## config.mk

```make
export PLATFORM = sky130hd
export DESIGN_NAME = mdio_regif
export DESIGN_NICKNAME = d
export VERILOG_FILES = /design/src/rtl/mdio_regif_pkg.sv /design/src/rtl/mdio_regif_clkgen.sv /design/src/rtl/mdio_regif_shifter.sv /design/src/rtl/mdio_regif.sv
export SDC_FILE = /design/constraint.sdc
export NUM_CORES = 1
export LEC_CHECK = 0
export CORE_ASPECT_RATIO = 0.5
export CORE_MARGIN = 4
export CORE_UTILIZATION = 60
export CTS_CLUSTER_SIZE = 12
export DETAILED_ROUTE_END_ITERATION = 12
export DONT_BUFFER_PORTS = 1
export PLACE_DENSITY = 0.78
export SLEW_MARGIN = 30
export SYNTH_ARGS = -nofsm -noshare
export SYNTH_HDL_FRONTEND = slang
export SYNTH_SLANG_ARGS = --single-unit
```

## constraint.sdc

```tcl
create_clock -name clk -period 4.4 [get_ports clk]
set_clock_uncertainty 0.05 [all_clocks]
set_input_delay 0.88 -clock clk [delete_from_list [all_inputs] [get_ports clk]]
set_output_delay 0.88 -clock clk [all_outputs]
set_load 0.05 [all_outputs]
```

## src/rtl/mdio_regif_pkg.sv

```systemverilog
package mdio_regif_pkg;
    localparam int PHY_W   = 5;
    localparam int REG_W   = 5;
    localparam int DATA_W  = 16;
    localparam int WORD_W  = 32;

    localparam int CTRL_PHY_LSB = 0;
    localparam int CTRL_REG_LSB = 5;
    localparam int CTRL_RD_BIT  = 16;
    localparam int CTRL_WR_BIT  = 17;
    localparam int CTRL_THR_LSB = 24;
    localparam int DATA_RD_LSB  = 16;

    localparam logic SEL_CTRL = 1'b0;
    localparam logic SEL_DATA = 1'b1;

    typedef enum logic [1:0] {
        OP_WRITE = 2'b01,
        OP_READ  = 2'b10
    } mdio_op_e;

    localparam logic [1:0] START_SEQ  = 2'b01;
    localparam logic [1:0] TA_WRITE   = 2'b10;
    localparam logic [1:0] TA_RELEASE = 2'b11;
endpackage

```

## src/rtl/mdio_regif_clkgen.sv

```systemverilog
module mdio_regif_clkgen #(
    parameter int DIV_W = 8
) (
    input  logic             clk,
    input  logic             rst_n,
    input  logic             en,
    input  logic [DIV_W-1:0] thr,
    output logic             mdc,
    output logic             rise,
    output logic             fall
);
    typedef struct packed {
        logic [DIV_W-1:0] cnt;
        logic             mdc;
    } clk_st_t;

    clk_st_t st_d, st_q;

    always_comb begin
        st_d = st_q;
        rise = 1'b0;
        fall = 1'b0;
        if (!en) begin
            st_d = '0;
        end else if (st_q.cnt == thr) begin
            st_d.cnt = '0;
            st_d.mdc = !st_q.mdc;
            rise     = !st_q.mdc;
            fall     = st_q.mdc;
        end else begin
            st_d.cnt = st_q.cnt + 1'b1;
        end
    end

    always_ff @(posedge clk) begin
        if (!rst_n) st_q <= '0;
        else        st_q <= st_d;
    end

    assign mdc = st_q.mdc;
endmodule

```

## src/rtl/mdio_regif_shifter.sv

```systemverilog
module mdio_regif_shifter
    import mdio_regif_pkg::*;
#(
    parameter int PRE_LEN = 32
) (
    input  logic              clk,
    input  logic              rst_n,
    input  logic              load,
    input  logic              load_read,
    input  logic [PHY_W-1:0]  phy,
    input  logic [REG_W-1:0]  regad,
    input  logic [DATA_W-1:0] wdata,
    input  logic              rise,
    input  logic              fall,
    input  logic              mdio_i,
    output logic              active,
    output logic              mdio_o,
    output logic              mdio_oe,
    output logic              done,
    output logic [DATA_W-1:0] rd_data
);
    localparam int FRAME_LEN = PRE_LEN + 32;
    localparam int CNT_W     = $clog2(FRAME_LEN);
    localparam int TA_IDX    = PRE_LEN + 14;
    localparam int DATA_IDX  = PRE_LEN + 16;
    localparam int LAST_IDX  = FRAME_LEN - 1;

    typedef struct packed {
        logic [FRAME_LEN-1:0] shreg;
        logic [CNT_W-1:0]     bitcnt;
        logic                 active;
        logic                 is_read;
        logic [DATA_W-1:0]    rdsh;
    } sh_st_t;

    sh_st_t st_d, st_q;
    logic [FRAME_LEN-1:0] frame;
    logic in_release;

    always_comb begin
        if (load_read)
            frame = {{PRE_LEN{1'b1}}, START_SEQ, OP_READ, phy, regad, TA_RELEASE, {DATA_W{1'b1}}};
        else
            frame = {{PRE_LEN{1'b1}}, START_SEQ, OP_WRITE, phy, regad, TA_WRITE, wdata};
    end

    always_comb begin
        st_d = st_q;
        done = 1'b0;
        if (load) begin
            st_d.shreg   = frame;
            st_d.bitcnt  = '0;
            st_d.active  = 1'b1;
            st_d.is_read = load_read;
            st_d.rdsh    = '0;
        end else if (st_q.active) begin
            if (rise && st_q.is_read && (st_q.bitcnt >= CNT_W'(DATA_IDX)))
                st_d.rdsh = {st_q.rdsh[DATA_W-2:0], mdio_i};
            if (fall) begin
                if (st_q.bitcnt == CNT_W'(LAST_IDX)) begin
                    st_d.active = 1'b0;
                    done        = 1'b1;
                end else begin
                    st_d.shreg  = {st_q.shreg[FRAME_LEN-2:0], 1'b0};
                    st_d.bitcnt = st_q.bitcnt + 1'b1;
                end
            end
        end
    end

    always_ff @(posedge clk) begin
        if (!rst_n) st_q <= '0;
        else        st_q <= st_d;
    end

    assign in_release = st_q.is_read && (st_q.bitcnt >= CNT_W'(TA_IDX));
    assign active     = st_q.active;
    assign mdio_o     = st_q.active && st_q.shreg[FRAME_LEN-1];
    assign mdio_oe    = st_q.active && !in_release;
    assign rd_data    = st_q.rdsh;
endmodule

```

## src/rtl/mdio_regif.sv

```systemverilog
module mdio_regif
    import mdio_regif_pkg::*;
#(
    parameter int DIV_W   = 8,
    parameter int PRE_LEN = 32
) (
    input  logic        clk,
    input  logic        rst_n,
    input  logic        reg_wr,
    input  logic        reg_sel,
    input  logic [31:0] reg_wdata,
    output logic [31:0] reg_rdata,
    output logic        mdc,
    output logic        mdio_o,
    output logic        mdio_oe,
    input  logic        mdio_i
);
    typedef struct packed {
        logic [PHY_W-1:0]  phy;
        logic [REG_W-1:0]  regad;
        logic              rd;
        logic              wr;
        logic [DIV_W-1:0]  thr;
        logic [DATA_W-1:0] wdat;
        logic [DATA_W-1:0] rdat;
    } reg_st_t;

    reg_st_t st_d, st_q;

    logic              busy;
    logic              go;
    logic              cmd_rd_in;
    logic              cmd_wr_in;
    logic              sh_active;
    logic              sh_done;
    logic [DATA_W-1:0] sh_rdata;
    logic              mdc_rise;
    logic              mdc_fall;
    logic [DIV_W-1:0]  thr_cur;
    logic [DATA_W-1:0] rdat_cur;
    logic [PHY_W-1:0]  phy_cur;
    logic              rd_cmd;
    logic              wr_cmd;

    assign busy      = st_q.rd | st_q.wr;
    assign cmd_rd_in = reg_wdata[CTRL_RD_BIT];
    assign cmd_wr_in = reg_wdata[CTRL_WR_BIT];
    assign go        = reg_wr && !busy && (reg_sel == SEL_CTRL) && (cmd_rd_in ^ cmd_wr_in);

    always_comb begin
        st_d = st_q;
        if (sh_done) begin
            st_d.rd = 1'b0;
            st_d.wr = 1'b0;
            if (st_q.rd) st_d.rdat = sh_rdata;
        end else if (reg_wr && !busy) begin
            if (reg_sel == SEL_CTRL) begin
                st_d.phy   = reg_wdata[CTRL_PHY_LSB +: PHY_W];
                st_d.regad = reg_wdata[CTRL_REG_LSB +: REG_W];
                st_d.thr   = reg_wdata[CTRL_THR_LSB +: DIV_W];
                st_d.rd    = cmd_rd_in && !cmd_wr_in;
                st_d.wr    = cmd_wr_in && !cmd_rd_in;
            end else begin
                st_d.wdat = reg_wdata[DATA_W-1:0];
            end
        end
    end

    always_ff @(posedge clk) begin
        if (!rst_n) st_q <= '0;
        else        st_q <= st_d;
    end

    always_comb begin
        reg_rdata = '0;
        if (reg_sel == SEL_CTRL) begin
            reg_rdata[CTRL_PHY_LSB +: PHY_W] = st_q.phy;
            reg_rdata[CTRL_REG_LSB +: REG_W] = st_q.regad;
            reg_rdata[CTRL_RD_BIT]           = st_q.rd;
            reg_rdata[CTRL_WR_BIT]           = st_q.wr;
            reg_rdata[CTRL_THR_LSB +: DIV_W] = st_q.thr;
        end else begin
            reg_rdata[DATA_W-1:0]            = st_q.wdat;
            reg_rdata[DATA_RD_LSB +: DATA_W] = st_q.rdat;
        end
    end

    mdio_regif_clkgen #(
        .DIV_W (DIV_W)
    ) u_clkgen (
        .clk   (clk),
        .rst_n (rst_n),
        .en    (sh_active),
        .thr   (st_q.thr),
        .mdc   (mdc),
        .rise  (mdc_rise),
        .fall  (mdc_fall)
    );

    mdio_regif_shifter #(
        .PRE_LEN (PRE_LEN)
    ) u_shifter (
        .clk       (clk),
        .rst_n     (rst_n),
        .load      (go),
        .load_read (cmd_rd_in),
        .phy       (reg_wdata[CTRL_PHY_LSB +: PHY_W]),
        .regad     (reg_wdata[CTRL_REG_LSB +: REG_W]),
        .wdata     (st_q.wdat),
        .rise      (mdc_rise),
        .fall      (mdc_fall),
        .mdio_i    (mdio_i),
        .active    (sh_active),
        .mdio_o    (mdio_o),
        .mdio_oe   (mdio_oe),
        .done      (sh_done),
        .rd_data   (sh_rdata)
    );

    assign thr_cur  = st_q.thr;
    assign rdat_cur = st_q.rdat;
    assign phy_cur  = st_q.phy;
    assign rd_cmd   = st_q.rd;
    assign wr_cmd   = st_q.wr;
endmodule

```

==> metrics.md, run 1 <==
| Metric | Value |
|---|---|
| CTS tree | `yes` |
| Min-delay worst type | `reg2reg` |
| Place WS | `1260 ps` |
| Worst R2R Path Depth | `6` |
| Reg area | `~3000 µm²` |
| Setup TNS | `0 ps` |
| CP Class | `reg2out` |
| FILL cells | `799` |
| Layout cell share with drive strength beyond 1 | `between 10% and 20%` |
| Die width | `approximately 160 µm` |
| IO buf count | `0` |
| Die H | `81.7 µm` |
| Syn Inst Count | `approximately 730` |
| Hold path cells | `2` |
| Crit path capture type | `output port` |
| FF-to-FF End | `wr_cmd` |
| Worst-Margin Slew | `~950 ps` |
| Clock Latency Late Sink | `420 ps` |
| Crit path arrival time | `2110 ps` |
| Worst setup margin | `between 1000 and 1500 ps` |
| Synth top area share | `a little under half` |
| Area delta synth->final | `9.11%` |
| Fmax | `roughly 330 MHz` |
| Req. time, crit path | `around 3500 ps` |
| Antenna cell count | `0` |
| Die ar. | `between 10000 and 15000 µm²` |
| Fin nets | `about 740` |
| Crit path max-delay cell type | `o21ai_1` |
| Multi-input gate area | `~3200 µm²` |
| Initial antenna violation count | `0` |
| Hold Path Sink | `st_q[42]` |
| Starting Density | `62.6%` |
| Final ANT Viol Nets | `0` |
| Post-synthesis cell area | `~6500 µm²` |
| Max incr delay on CP | `between 800 and 900 ps` |
| Num Clock Sinks | `149` |
| Top post-synthesis cells by area | `dfxtp_1 46%, mux2i_1 7.7%, o21ai_0 6.0%` |
| Most numerous cell in the Yosys netlist | `dfxtp_1` |
| Routability cong. | `around 0.79` |
| Syn Area/Cell | `about 8.9 µm²` |
| Final hold vios | `0` |
| Tcrit/Tclk final | `~69%` |
| Crit-path max FO | `23` |
| P per Cell Area | `~430 nW/µm²` |
| Status | `complete, no violations` |
| Vias in the first global route | `around 5000` |
| Post-Syn Nets | `a little under 800` |
| Drt pass-1 iters | `6` |
| Max Slew Vio Count | `0` |
| Synth Warn # | `0` |
| Leak Pwr | `2.48 nW` |
| CTS max path bufs | `2` |
| Crit path cell chain | `buf_4 > inv_1 > o21ai_1` |
| Vias/cell | `approximately 6.3` |
| RSZ-0062 raised after global routing | `no` |
| Worst R2R Start | `u_shifter.st_q[19]` |
| Reg2reg setup slack | `between 1000 and 1500 ps` |
| FF+latch count, synth | `approximately 150` |
| IO Count | `72` |
| All-Layer GR Usage | `~24%` |
| Post-synth ARST share | `0%` |
| PostCTS Resize Cnt | `0` |
| Crit path launch type | `register` |
| Total Wirelength | `~15000 µm` |
| DRT iter0 DRCs | `529` |
| Num CTS Buffers | `17` |
| Critical Path Start | `rd_cmd` |
| Hold_buf cts | `0` |
| Largest net degree at the start of global routing | `about 110` |
| H-tree depth | `4` |
| Clk slew on worst S/H paths | `60 ps` |
| Core Footprint | `between 10000 and 15000 µm²` |
| Relative slew slack | `between 30% and 40%` |
| Via count | `between 5000 and 6000` |
| Post-synth top cells | `149 x dfxtp_1, 78 x o21ai_0, 69 x nand2_1` |
| # setup viols final | `0` |
| Wire per inst | `~18 µm` |
| Max-cap viol count | `0` |
| Total global routing overflow | `0` |
| Crit path time final | `3040 ps` |
| Post-synth EDFFs | `0` |
| Rows | `26` |
| Seq/Total Area, Yosys | `approximately 46%` |
| Setup Fix Bufs, Post-CTS | `0` |
| Yosys cell types | `45` |
| Min-delay src | `st_q[42]` |
| Ys flop type | `dfxtp_1` |
| First-pass GRT wire length | `24600 µm` |
| Final HPWL from detailed placement | `9420 µm` |
| Yosys top cell by area | `dfxtp_1` |
| Max VDD drop | `0.311 mV` |
| DRC | `0` |
| CTS root buffer | `clkbuf_16` |
[layout make-up]
type | instances | share of cell area [%]
Multi-Input combinational cell | 507 | 45.6
Timing Repair Buffer | 14 | 1.53
Inverter | 9 | 0.475
Clock buffer | 22 | 6.52
Sequential cell | 149 | 41.9
Tap cell | 140 | 2.46
Clock inverter | 9 | 1.46
[cells by family (layout without fill, tap and decap cells)]
logic type / after synthesis / count (layout) / synth area share, %
xor gates and xnor gates: 15 / 15 / 2.01
DFF: 149 / 149 / 45.7
AOI/OAI and AO/OA: 207 / 207 / 18.6
muxes: 69 / 69 / 11.0
buffers and inverters: 75 / 54 / 4.91
and+or+nand+nor: 212 / 212 / 17.0
adders and majority gates: 4 / 4 / 0.767
[stage by stage]
step	util, %	power [W]	cell area (µm²)	hold WS, ps	instances
5_1_grt	68.4	0.00317	7120	422	850
6_report	68.4	0.00308	7120	410	850
3_3_place_gp	62.8	0.00169	6530	391	818
3_5_place_dp	62.8	0.00170	6540	403	818
2_1_floorplan	-	0.00167	6520	382	731
4_1_cts	68.2	0.00309	7100	411	849
[worst max-delay path by stage]
stage | end | slack [ps]
after floorplan | reg_rdata[16] | 1140
after global placement | u_shifter.st_q[69] | 1310
after detailed placement | u_shifter.st_q[82] | 1260
after CTS | reg_rdata[16] | 1350
after global routing | reg_rdata[16] | 1240
final | reg_rdata[16] | 1360
[worst max-delay path, delay by kind of cell, from the launching register on]
family	cells	cell delay [ps]
AOI/OAI and AO/OA	1	830
DFF	1	300
buffers and inverters	2	550
[sequential cells by signal, summed over array words and instances, names as in the netlist]
| register | count |
|---|---|
| wr_cmd | 1 |
| phy_cur | 5 |
| rd_cmd | 1 |
| u_shifter.rd_data | 16 |
| u_shifter.active | 1 |
| rdat_cur | 16 |
| u_clkgen.st_q | 8 |
| u_shifter.st_q | 71 |
| u_clkgen.mdc | 1 |
| st_q | 21 |
| thr_cur | 8 |
[cell usage in the layout (no fill, tap or decap), drive strengths merged, types with 16 or more instances in the layout]
cell    count
nor2       46
a211oi     16
a21oi      59
o21ai      78
mux2       19
dfxtp     149
a31oi      32
clkbuf     22
mux2i      50
nand2      69
nand3      42
nor4       19
[power by group]
| part | internal [W] | leakage [nW] | switching [W] |
|---|---|---|---|
| logic | 0.0000801 | 0.988 | 0.000150 |
| clock network | 0.000858 | 0.276 | 0.000552 |
| registers | 0.00141 | 1.21 | 0.0000341 |
| total | 0.00234 | 2.48 | 0.000736 |
[metal layers]
layer | routed length, µm | GRT usage, % | vias up
li1 | - | - | 2561
met1 | 7140 | 32.6 | 2603
met2 | 7080 | 38.3 | 162
met3 | 978 | 6.00 | 17
met4 | 172 | 7.95 | 0
met5 | 0 | 0 | -
No activity file was read; power rests on OpenSTA's default activity.
==> run 2, diff against run 1 <==
--- a/config.mk
+++ b/config.mk
@@ -7,11 +7,11 @@
 export LEC_CHECK = 0
 export CORE_ASPECT_RATIO = 0.5
 export CORE_MARGIN = 4
-export CORE_UTILIZATION = 60
+export CORE_UTILIZATION = 57
 export CTS_CLUSTER_SIZE = 12
 export DETAILED_ROUTE_END_ITERATION = 12
 export DONT_BUFFER_PORTS = 1
-export PLACE_DENSITY = 0.78
+export PLACE_DENSITY = 0.77
 export SLEW_MARGIN = 30
 export SYNTH_ARGS = -nofsm -noshare
 export SYNTH_HDL_FRONTEND = slang
==> constraint.sdc (replaced) <==
create_clock -name clk -period 2.6 [get_ports clk]
set_clock_uncertainty 0.05 [all_clocks]
set_input_delay 0.52 -clock clk [delete_from_list [all_inputs] [get_ports clk]]
set_output_delay 0.52 -clock clk [all_outputs]
set_load 0.05 [all_outputs]
==> metrics.md, run 2 (synthesis results as in run 1) <==
| Metric | Value |
|---|---|
| RSZ-0062 raised after global routing | `no (unchanged)` |
| Crit path time final | `2460 ps` |
| Total Wirelength | `15500 µm (was 15400 µm)` |
| Starting Density | `58.9% (was 62.6%)` |
| Grt met3 use | `7.89% (was 6.00%)` |
| GR met2 Demand/Resource | `38.6% (was 38.3%)` |
| Top reg by flops | `u_shifter.st_q (unchanged)` |
| Clock network fraction of design power | `47.5% (was 45.8%)` |
| Worst R2R Path Depth | `6 (unchanged)` |
| FF-to-FF End | `u_shifter.st_q[74] (was wr_cmd)` |
| Drt pass-1 iters | `5 (was 6)` |
| Die ar. | `13300 µm² (was 12700 µm²)` |
| Crit path arrival time | `1890 ps (was 2110 ps)` |
| PostCTS Resize Cnt | `0 (unchanged)` |
| Met1 Resource Use GR | `30.2% (was 32.6%)` |
| Final ANT Viol Nets | `0 (unchanged)` |
| Max VDD drop | `0.500 mV (was 0.311 mV)` |
| Reg2reg setup slack | `350 ps (was 1450 ps)` |
| P per Cell Area | `741 nW/µm² (was 433 nW/µm²)` |
| # setup viols final | `0 (unchanged)` |
| Routability cong. | `0.818 (was 0.787)` |
| Tcrit/Tclk final | `a little over nine tenths` |
| Hold_buf cts | `0 (unchanged)` |
| Clock Latency Late Sink | `420 ps (about the same)` |
| Min-delay worst type | `in2reg (was reg2reg)` |
| CTS root buffer | `clkbuf_16 (unchanged)` |
| Critical Path End | `reg_rdata[16] (unchanged)` |
| Top Usage Layer GRT | `met2 (unchanged)` |
| Die width | `159 µm (was 155 µm)` |
| Reg area | `2980 µm² (unchanged)` |
| FILL cells | `875 (was 799)` |
| Clk slew on worst S/H paths | `60 ps (about the same)` |
| CTS max path bufs | `2 (unchanged)` |
| Commonest non-fill, non-tap cell in the layout | `dfxtp_1 (unchanged)` |
| Sw frac | `24.2% (was 23.9%)` |
| Worst setup margin | `137 ps (was 1360 ps)` |
| Largest net degree at the start of global routing | `107 (unchanged)` |
| Post-Place Cells | `836 (was 818)` |
| Num CTS Buffers | `17 (unchanged)` |
| Req. time, crit path | `2030 ps (was 3470 ps)` |
| Worst-Margin Slew | `712 ps (was 948 ps)` |
| Fin nets | `751 (was 739)` |
| Fmax | `slightly above 400 MHz` |
| Layout cell share with drive strength beyond 1 | `13.8% (was 12.0%)` |
| IO buf count | `0 (unchanged)` |
| Num Clock Sinks | `149 (unchanged)` |
| Vias in the first global route | `5352 (was 4892)` |
| Place WS | `229 ps (was 1260 ps)` |
| H-tree depth | `4 (unchanged)` |
| Final Non-Filler Cells | `868 (was 850)` |
| Gate power share | `7.5% (about the same)` |
| Multi-input gate area | `3240 µm² (was 3250 µm²)` |
| Vias/cell | `6.27 (was 6.29)` |
| Max Slew Vio Count | `0 (unchanged)` |
| Leak Pwr | `2.57 nW (was 2.48 nW)` |
| Post-DP Area | `6680 µm² (was 6540 µm²)` |
| End-of-flow core utilization | `65.9% (was 68.4%)` |
| Net Sw Power | `0.00131 W (was 0.000736 W)` |
| Die H | `83.6 µm (was 81.7 µm)` |
| Wire per inst | `17.8 µm (was 18.1 µm)` |
| Largest register FFs | `71 (unchanged)` |
| Initial antenna violation count | `0 (unchanged)` |
| Most frequent cells in the layout | `149 x dfxtp_1, 77 x o21ai_0, 69 x nand2_1 (unchanged)` |
| Total global routing overflow | `0 (unchanged)` |
| CTS tree | `yes (unchanged)` |
| First-pass GRT wire length | `26400 µm (was 24600 µm)` |
| IO Count | `72 (unchanged)` |
| Pint | `0.00410 W (was 0.00234 W)` |
| Antenna cell count | `0 (unchanged)` |
| Flop pwr share | `45.0% (was 46.8%)` |
| Final hold vios | `0 (unchanged)` |
| Status | `complete, no violations (unchanged)` |
| Via count | `5442 (was 5343)` |
| Critical Path Start | `rd_cmd (unchanged)` |
| Largest regs | `u_shifter.st_q: 71 flops, st_q: 21 flops (unchanged)` |
| Setup TNS | `0 ps (unchanged)` |
| Final HPWL from detailed placement | `9800 µm (was 9420 µm)` |
| Crit path launch type | `register (unchanged)` |
| All-Layer GR Usage | `23.8% (was 24.1%)` |
| Crit-path max FO | `18 (was 23)` |
| CP Class | `reg2out (unchanged)` |
| Crit path capture type | `output port (unchanged)` |
| DRT iter0 DRCs | `394 (was 529)` |
| Fin area | `7300 µm² (was 7120 µm²)` |
| DRC | `0 (unchanged)` |
| Relative slew slack | `52.4% (was 36.4%)` |
| Core Footprint | `11100 µm² (was 10400 µm²)` |
| Setup Fix Bufs, Post-CTS | `0 (unchanged)` |
| Rows | `27 (was 26)` |
| Max-cap viol count | `0 (unchanged)` |
| Area delta synth->final | `12.0% (was 9.11%)` |
| Worst R2R Start | `u_clkgen.st_q[1] (was u_shifter.st_q[19])` |
[run 2: area by class of cell]
| type | instances | share of cell area [%] |
|---|---|---|
| timing repair buffer | 26 | 3.19 |
| sequential | 149 | 40.9 |
| multi-input combinational | 507 | 44.4 |
| clock inverter | 13 | 2.37 |
| clock buffer | 19 | 6.20 |
| inverter | 9 | 0.463 |
| tap | 145 | 2.49 |
[run 2: power by group through the flow]
stage | Sequential [W] | Combinational (W) | Clock, W
finish | 0.00243 | 0.000408 | 0.00257
global route | 0.00244 | 0.000447 | 0.00271
CTS | 0.00243 | 0.000408 | 0.00260
detailed placement | 0.00248 | 0.000404 | 0
global placement | 0.00248 | 0.000395 | 0
floorplan | 0.00247 | 0.000356 | 0
[run 2: stage by stage]
stage	hold WS [ps]	power, W
3_5_place_dp	397	0.00289
6_report	184	0.00541
5_1_grt	188	0.00560
4_1_cts	170	0.00544
2_1_floorplan	382	0.00282
3_3_place_gp	391	0.00287
[run 2: per-layer routing]
| metal | share of wire (%) | wire length, µm | up-vias |
|---|---|---|---|
| li1 | - | - | 2596 |
| met1 | 44 | 6810 | 2635 |
| met2 | 47 | 7340 | 180 |
| met3 | 6.9 | 1070 | 31 |
| met4 | 1.6 | 249 | 0 |
| met5 | 0 | 0 | - |
[run 2: worst min path at each step]
stage | startpoint | end | slack [ps] | cells after the start
2_1_floorplan | phy_cur[0] | phy_cur[0] | 380 | 2
3_3_place_gp | st_q[46] | st_q[46] | 390 | 2
3_5_place_dp | phy_cur[1] | phy_cur[1] | 400 | 2
4_1_cts | reg_wdata[26] | thr_cur[2] | 170 | 2
5_1_grt | reg_wdata[10] | st_q[26] | 190 | 2
6_report | reg_wdata[26] | thr_cur[2] | 180 | 2
[run 2: worst max-delay path, stage by stage (launching register included)]
cell	delay (ps)
dfxtp_1	500
buf_4	300
inv_1	250
o21ai_1	200
buf_4	210
==> run 3, diff against run 2 <==
--- a/config.mk
+++ b/config.mk
@@ -5,8 +5,9 @@
 export SDC_FILE = /design/constraint.sdc
 export NUM_CORES = 1
 export LEC_CHECK = 0
+export ABC_AREA = 1
 export CORE_ASPECT_RATIO = 0.5
-export CORE_MARGIN = 4
+export CORE_MARGIN = 5
 export CORE_UTILIZATION = 57
 export CTS_CLUSTER_SIZE = 12
 export DETAILED_ROUTE_END_ITERATION = 12
==> metrics.md, run 3 <==
| Metric | Value |
|---|---|
| Layout cell share with drive strength beyond 1 | `9.64% (was 13.8%)` |
| Flop pwr share | `46.5% (was 45.0%)` |
| IO Count | `72 (unchanged)` |
| Hold Path Sink | `rdat_cur[13] (was thr_cur[2])` |
| Commonest non-fill, non-tap cell in the layout | `nand2_1 (was dfxtp_1)` |
| Most numerous cell in the Yosys netlist | `nand2_1 (was dfxtp_1)` |
| Max incr delay on CP | `380 ps (was 500 ps)` |
| Total Wirelength | `14800 µm (was 15500 µm)` |
| Clk slew on worst S/H paths | `60 ps (about the same)` |
| Starting Density | `59.0% (was 58.9%)` |
| Die H | `85.9 µm (was 83.6 µm)` |
| Area delta synth->final | `11.4% (was 12.0%)` |
| IO buf count | `0 (unchanged)` |
| Place WS | `388 ps (was 229 ps)` |
| Post-Syn Nets | `983 (was 772)` |
| Final HPWL from detailed placement | `9560 µm (was 9800 µm)` |
| Die ar. | `13900 µm² (was 13300 µm²)` |
| Post-synth ARST share | `0% (unchanged)` |
| Num Clock Sinks | `149 (unchanged)` |
| Req. time, crit path | `2890 ps (was 2030 ps)` |
| Syn Area/Cell | `6.97 µm² (was 8.92 µm²)` |
| Drt pass-1 iters | `5 (unchanged)` |
| Vias/cell | `5.21 (was 6.27)` |
| Largest register FFs | `71 (unchanged)` |
| Leak Pwr | `3.31 nW (was 2.57 nW)` |
| FILL cells | `952 (was 875)` |
| Fin nets | `984 (was 751)` |
| Post-synth EDFFs | `0 (unchanged)` |
| Crit path arrival time | `2500 ps (was 1890 ps)` |
| Delay-heaviest family, CP | `simple AND/OR/NAND/NOR gates (was buffers and inverters)` |
| CTS tree | `yes (unchanged)` |
| Relative slew slack | `68.2% (was 52.4%)` |
| Status | `complete, no violations (unchanged)` |
| DRT iter0 DRCs | `503 (was 394)` |
| # setup viols final | `0 (unchanged)` |
| CP Class | `reg2reg (was reg2out)` |
| Core Footprint | `11100 µm² (about the same)` |
| Final ANT Viol Nets | `0 (unchanged)` |
| Synth top area share | `45.5% (was 45.7%)` |
| Crit path time final | `2210 ps (was 2460 ps)` |
| Antenna cell count | `0 (unchanged)` |
| P per Cell Area | `712 nW/µm² (was 741 nW/µm²)` |
| CTS root buffer | `clkbuf_16 (unchanged)` |
| Pint | `0.00394 W (was 0.00410 W)` |
| PostCTS Resize Cnt | `0 (unchanged)` |
| Vias in the first global route | `5145 (was 5352)` |
| Crit path cell chain | `inv_1 > nand2_1 > nand2_1 > nor2_1 > nand2_1 > nor2_8 > buf_4 > nand3_4 > nand2_2 > nand2_1 > a21oi_1 (was buf_4 > inv_1 > o21ai_1 > buf_4)` |
| Cell mode on critical path | `nand2_1 (was buf_4)` |
| Via count | `5729 (was 5442)` |
| Num CTS Buffers | `17 (unchanged)` |
| Clock network fraction of design power | `45.1% (was 47.5%)` |
| H-tree depth | `4 (unchanged)` |
| Fmax | `453 MHz (was 406 MHz)` |
| Wire per inst | `13.5 µm (was 17.8 µm)` |
| Gate power share | `8.4% (was 7.5%)` |
| Largest net degree at the start of global routing | `71 (was 107)` |
| Yosys top cell by area | `dfxtp_1 (unchanged)` |
| Tcrit/Tclk final | `84.8% (was 94.7%)` |
| Largest regs | `u_shifter.st_q: 71 flops, st_q: 21 flops (unchanged)` |
| Synth Warn # | `0 (unchanged)` |
| Crit path capture type | `register (was output port)` |
| Clock Latency Late Sink | `420 ps (about the same)` |
| Top post-synthesis cells by area | `dfxtp_1 45%, nand2_1 10%, nor2_1 9.8% (was dfxtp_1 46%, mux2i_1 7.7%, o21ai_0 6.0%)` |
| Hold path cells | `2 (unchanged)` |
| Yosys cell types | `37 (was 45)` |
| Power, Total | `0.00521 W (was 0.00541 W)` |
| Most frequent cells in the layout | `182 x nand2_1, 172 x nor2_1, 149 x dfxtp_1 (was 149 x dfxtp_1, 77 x o21ai_0, 69 x nand2_1)` |
| Reg area | `2980 µm² (unchanged)` |
| Net Sw Power | `0.00127 W (was 0.00131 W)` |
| Rows | `27 (unchanged)` |
| Final hold vios | `0 (unchanged)` |
| Max Slew Vio Count | `0 (unchanged)` |
| Buf/Inv on CP | `2 (was 3)` |
| Worst R2R Start | `u_clkgen.st_q[4] (was u_clkgen.st_q[1])` |
| Seq/Total Area, Yosys | `45.5% (was 45.7%)` |
| Min-delay worst type | `in2reg (unchanged)` |
| Top reg by flops | `u_shifter.st_q (unchanged)` |
| Crit path max-delay cell type | `nand2_2 (was dfxtp_1)` |
| CTS max path bufs | `2 (unchanged)` |
| Setup Fix Bufs, Post-CTS | `0 (unchanged)` |
| DRC | `0 (unchanged)` |
| First-pass GRT wire length | `24400 µm (was 26400 µm)` |
| All-Layer GR Usage | `21.5% (was 23.8%)` |
| Crit-path max FO | `21 (was 18)` |
| Worst setup margin | `394 ps (was 137 ps)` |
| Total global routing overflow | `0 (unchanged)` |
| FF-to-FF End | `thr_cur[5] (was u_shifter.st_q[74])` |
| Initial antenna violation count | `0 (unchanged)` |
| Multi-input gate area | `2890 µm² (was 3240 µm²)` |
| Max VDD drop | `0.397 mV (was 0.500 mV)` |
| Routability cong. | `0.839 (was 0.818)` |
| Worst R2R Path Depth | `11 (was 6)` |
| Hold_buf cts | `0 (unchanged)` |
| Min-delay src | `rst_n (was reg_wdata[26])` |
| FF+latch count, synth | `149 (unchanged)` |
| RSZ-0062 raised after global routing | `no (unchanged)` |
| Post-synth top cells | `182 x nand2_1, 172 x nor2_1, 149 x dfxtp_1 (was 149 x dfxtp_1, 78 x o21ai_0, 69 x nand2_1)` |
| Max-cap viol count | `0 (unchanged)` |
| Ys flop type | `dfxtp_1 (unchanged)` |
| Sw frac | `24.3% (was 24.2%)` |
| Crit path launch type | `register (unchanged)` |
| Syn Inst Count | `942 (was 731)` |
| Post-synthesis cell area | `6560 µm² (was 6520 µm²)` |
| Die width | `162 µm (was 159 µm)` |
| Worst-Margin Slew | `474 ps (was 712 ps)` |
| Reg2reg setup slack | `390 ps (was 350 ps)` |
==> run 3: cell types whose count changed in the layout (fill, tap and decap cells not counted), moves of 15 or more <==
| cell | before | now |
|---|---|---|
| a211oi_1 | 16 | 0 |
| a31oi_1 | 32 | 2 |
| inv_1 | 8 | 102 |
| mux2_2 | 19 | 0 |
| mux2i_1 | 50 | 0 |
| nand2_1 | 69 | 182 |
| nor2_1 | 35 | 172 |
| o21ai_0 | 77 | 46 |
| o21ai_1 | 1 | 44 |
| o311a_1 | 15 | 0 |
==> run 3: cell families after synthesis <==
group	after synthesis	share of synthesized area, %
adder cells (fa/ha/maj)	4	0.763
AO/OA/AOI/OAI	172	13.9
buffers and inverters	165	10.5
flip-flops	149	45.5
AND/OR/NAND/NOR	448	28.9
XOR/XNOR	4	0.534
==> run 3: power groups by stage <==
stage	Sequential, W	Clock (W)	Combinational (W)
floorplan	0.00246	0	0.000367
global placement	0.00247	0	0.000422
detailed placement	0.00247	0	0.000431
CTS	0.00242	0.00236	0.000436
global route	0.00243	0.00247	0.000486
finish	0.00242	0.00235	0.000436
==> run 3: how the worst max path moves through the flow <==
stage / start / end / slack [ps] / cells after the start
3_5_place_dp: reg_wdata[16] / thr_cur[5] / 390 / 10
2_1_floorplan: reg_sel / reg_rdata[1] / -140 / 4
4_1_cts: u_clkgen.st_q[6] / thr_cur[5] / 390 / 11
3_3_place_gp: reg_wdata[16] / st_q[44] / 460 / 10
5_1_grt: u_clkgen.st_q[1] / thr_cur[7] / 150 / 11
6_report: u_clkgen.st_q[4] / thr_cur[5] / 390 / 11
==> run 3: worst register-to-register path: stages (launching register included) <==
cell     delay [ps]
dfxtp_1         370
inv_1           100
nand2_1          70
nand2_1          50
nor2_1           90
nand2_1         170
nor2_8          160
buf_4           220
nand3_4         240
nand2_2         380
nand2_1         100
a21oi_1         150
==> run 3: final cells by class <==
type	instances	area share, %
sequential	149	40.8
multi-input combinational	628	39.5
clock buffer	20	6.11
inverter	111	5.70
timing repair buffer	36	3.87
tap	145	2.48
clock inverter	10	1.49
==> run 3: per-layer routing <==
layer  wire (µm)  track usage, %
met2        6730            34.9
met1        7150            28.4
met3         720            5.33
met4         185            6.91
met5           0               0
==> run 3: through the flow <==
step | hold WS [ps] | cell area [µm²] | std cells | utilization (%) | TNS [ps]
6_report | 179 | 7310 | 1099 | 65.8 | 0
5_1_grt | 166 | 7310 | 1099 | 65.8 | 0
4_1_cts | 168 | 7310 | 1099 | 65.8 | 0
3_5_place_dp | 394 | 6750 | 1069 | 60.8 | 0
3_3_place_gp | 386 | 6750 | 1069 | 60.8 | 0
2_1_floorplan | 374 | 6560 | 942 | - | -1290
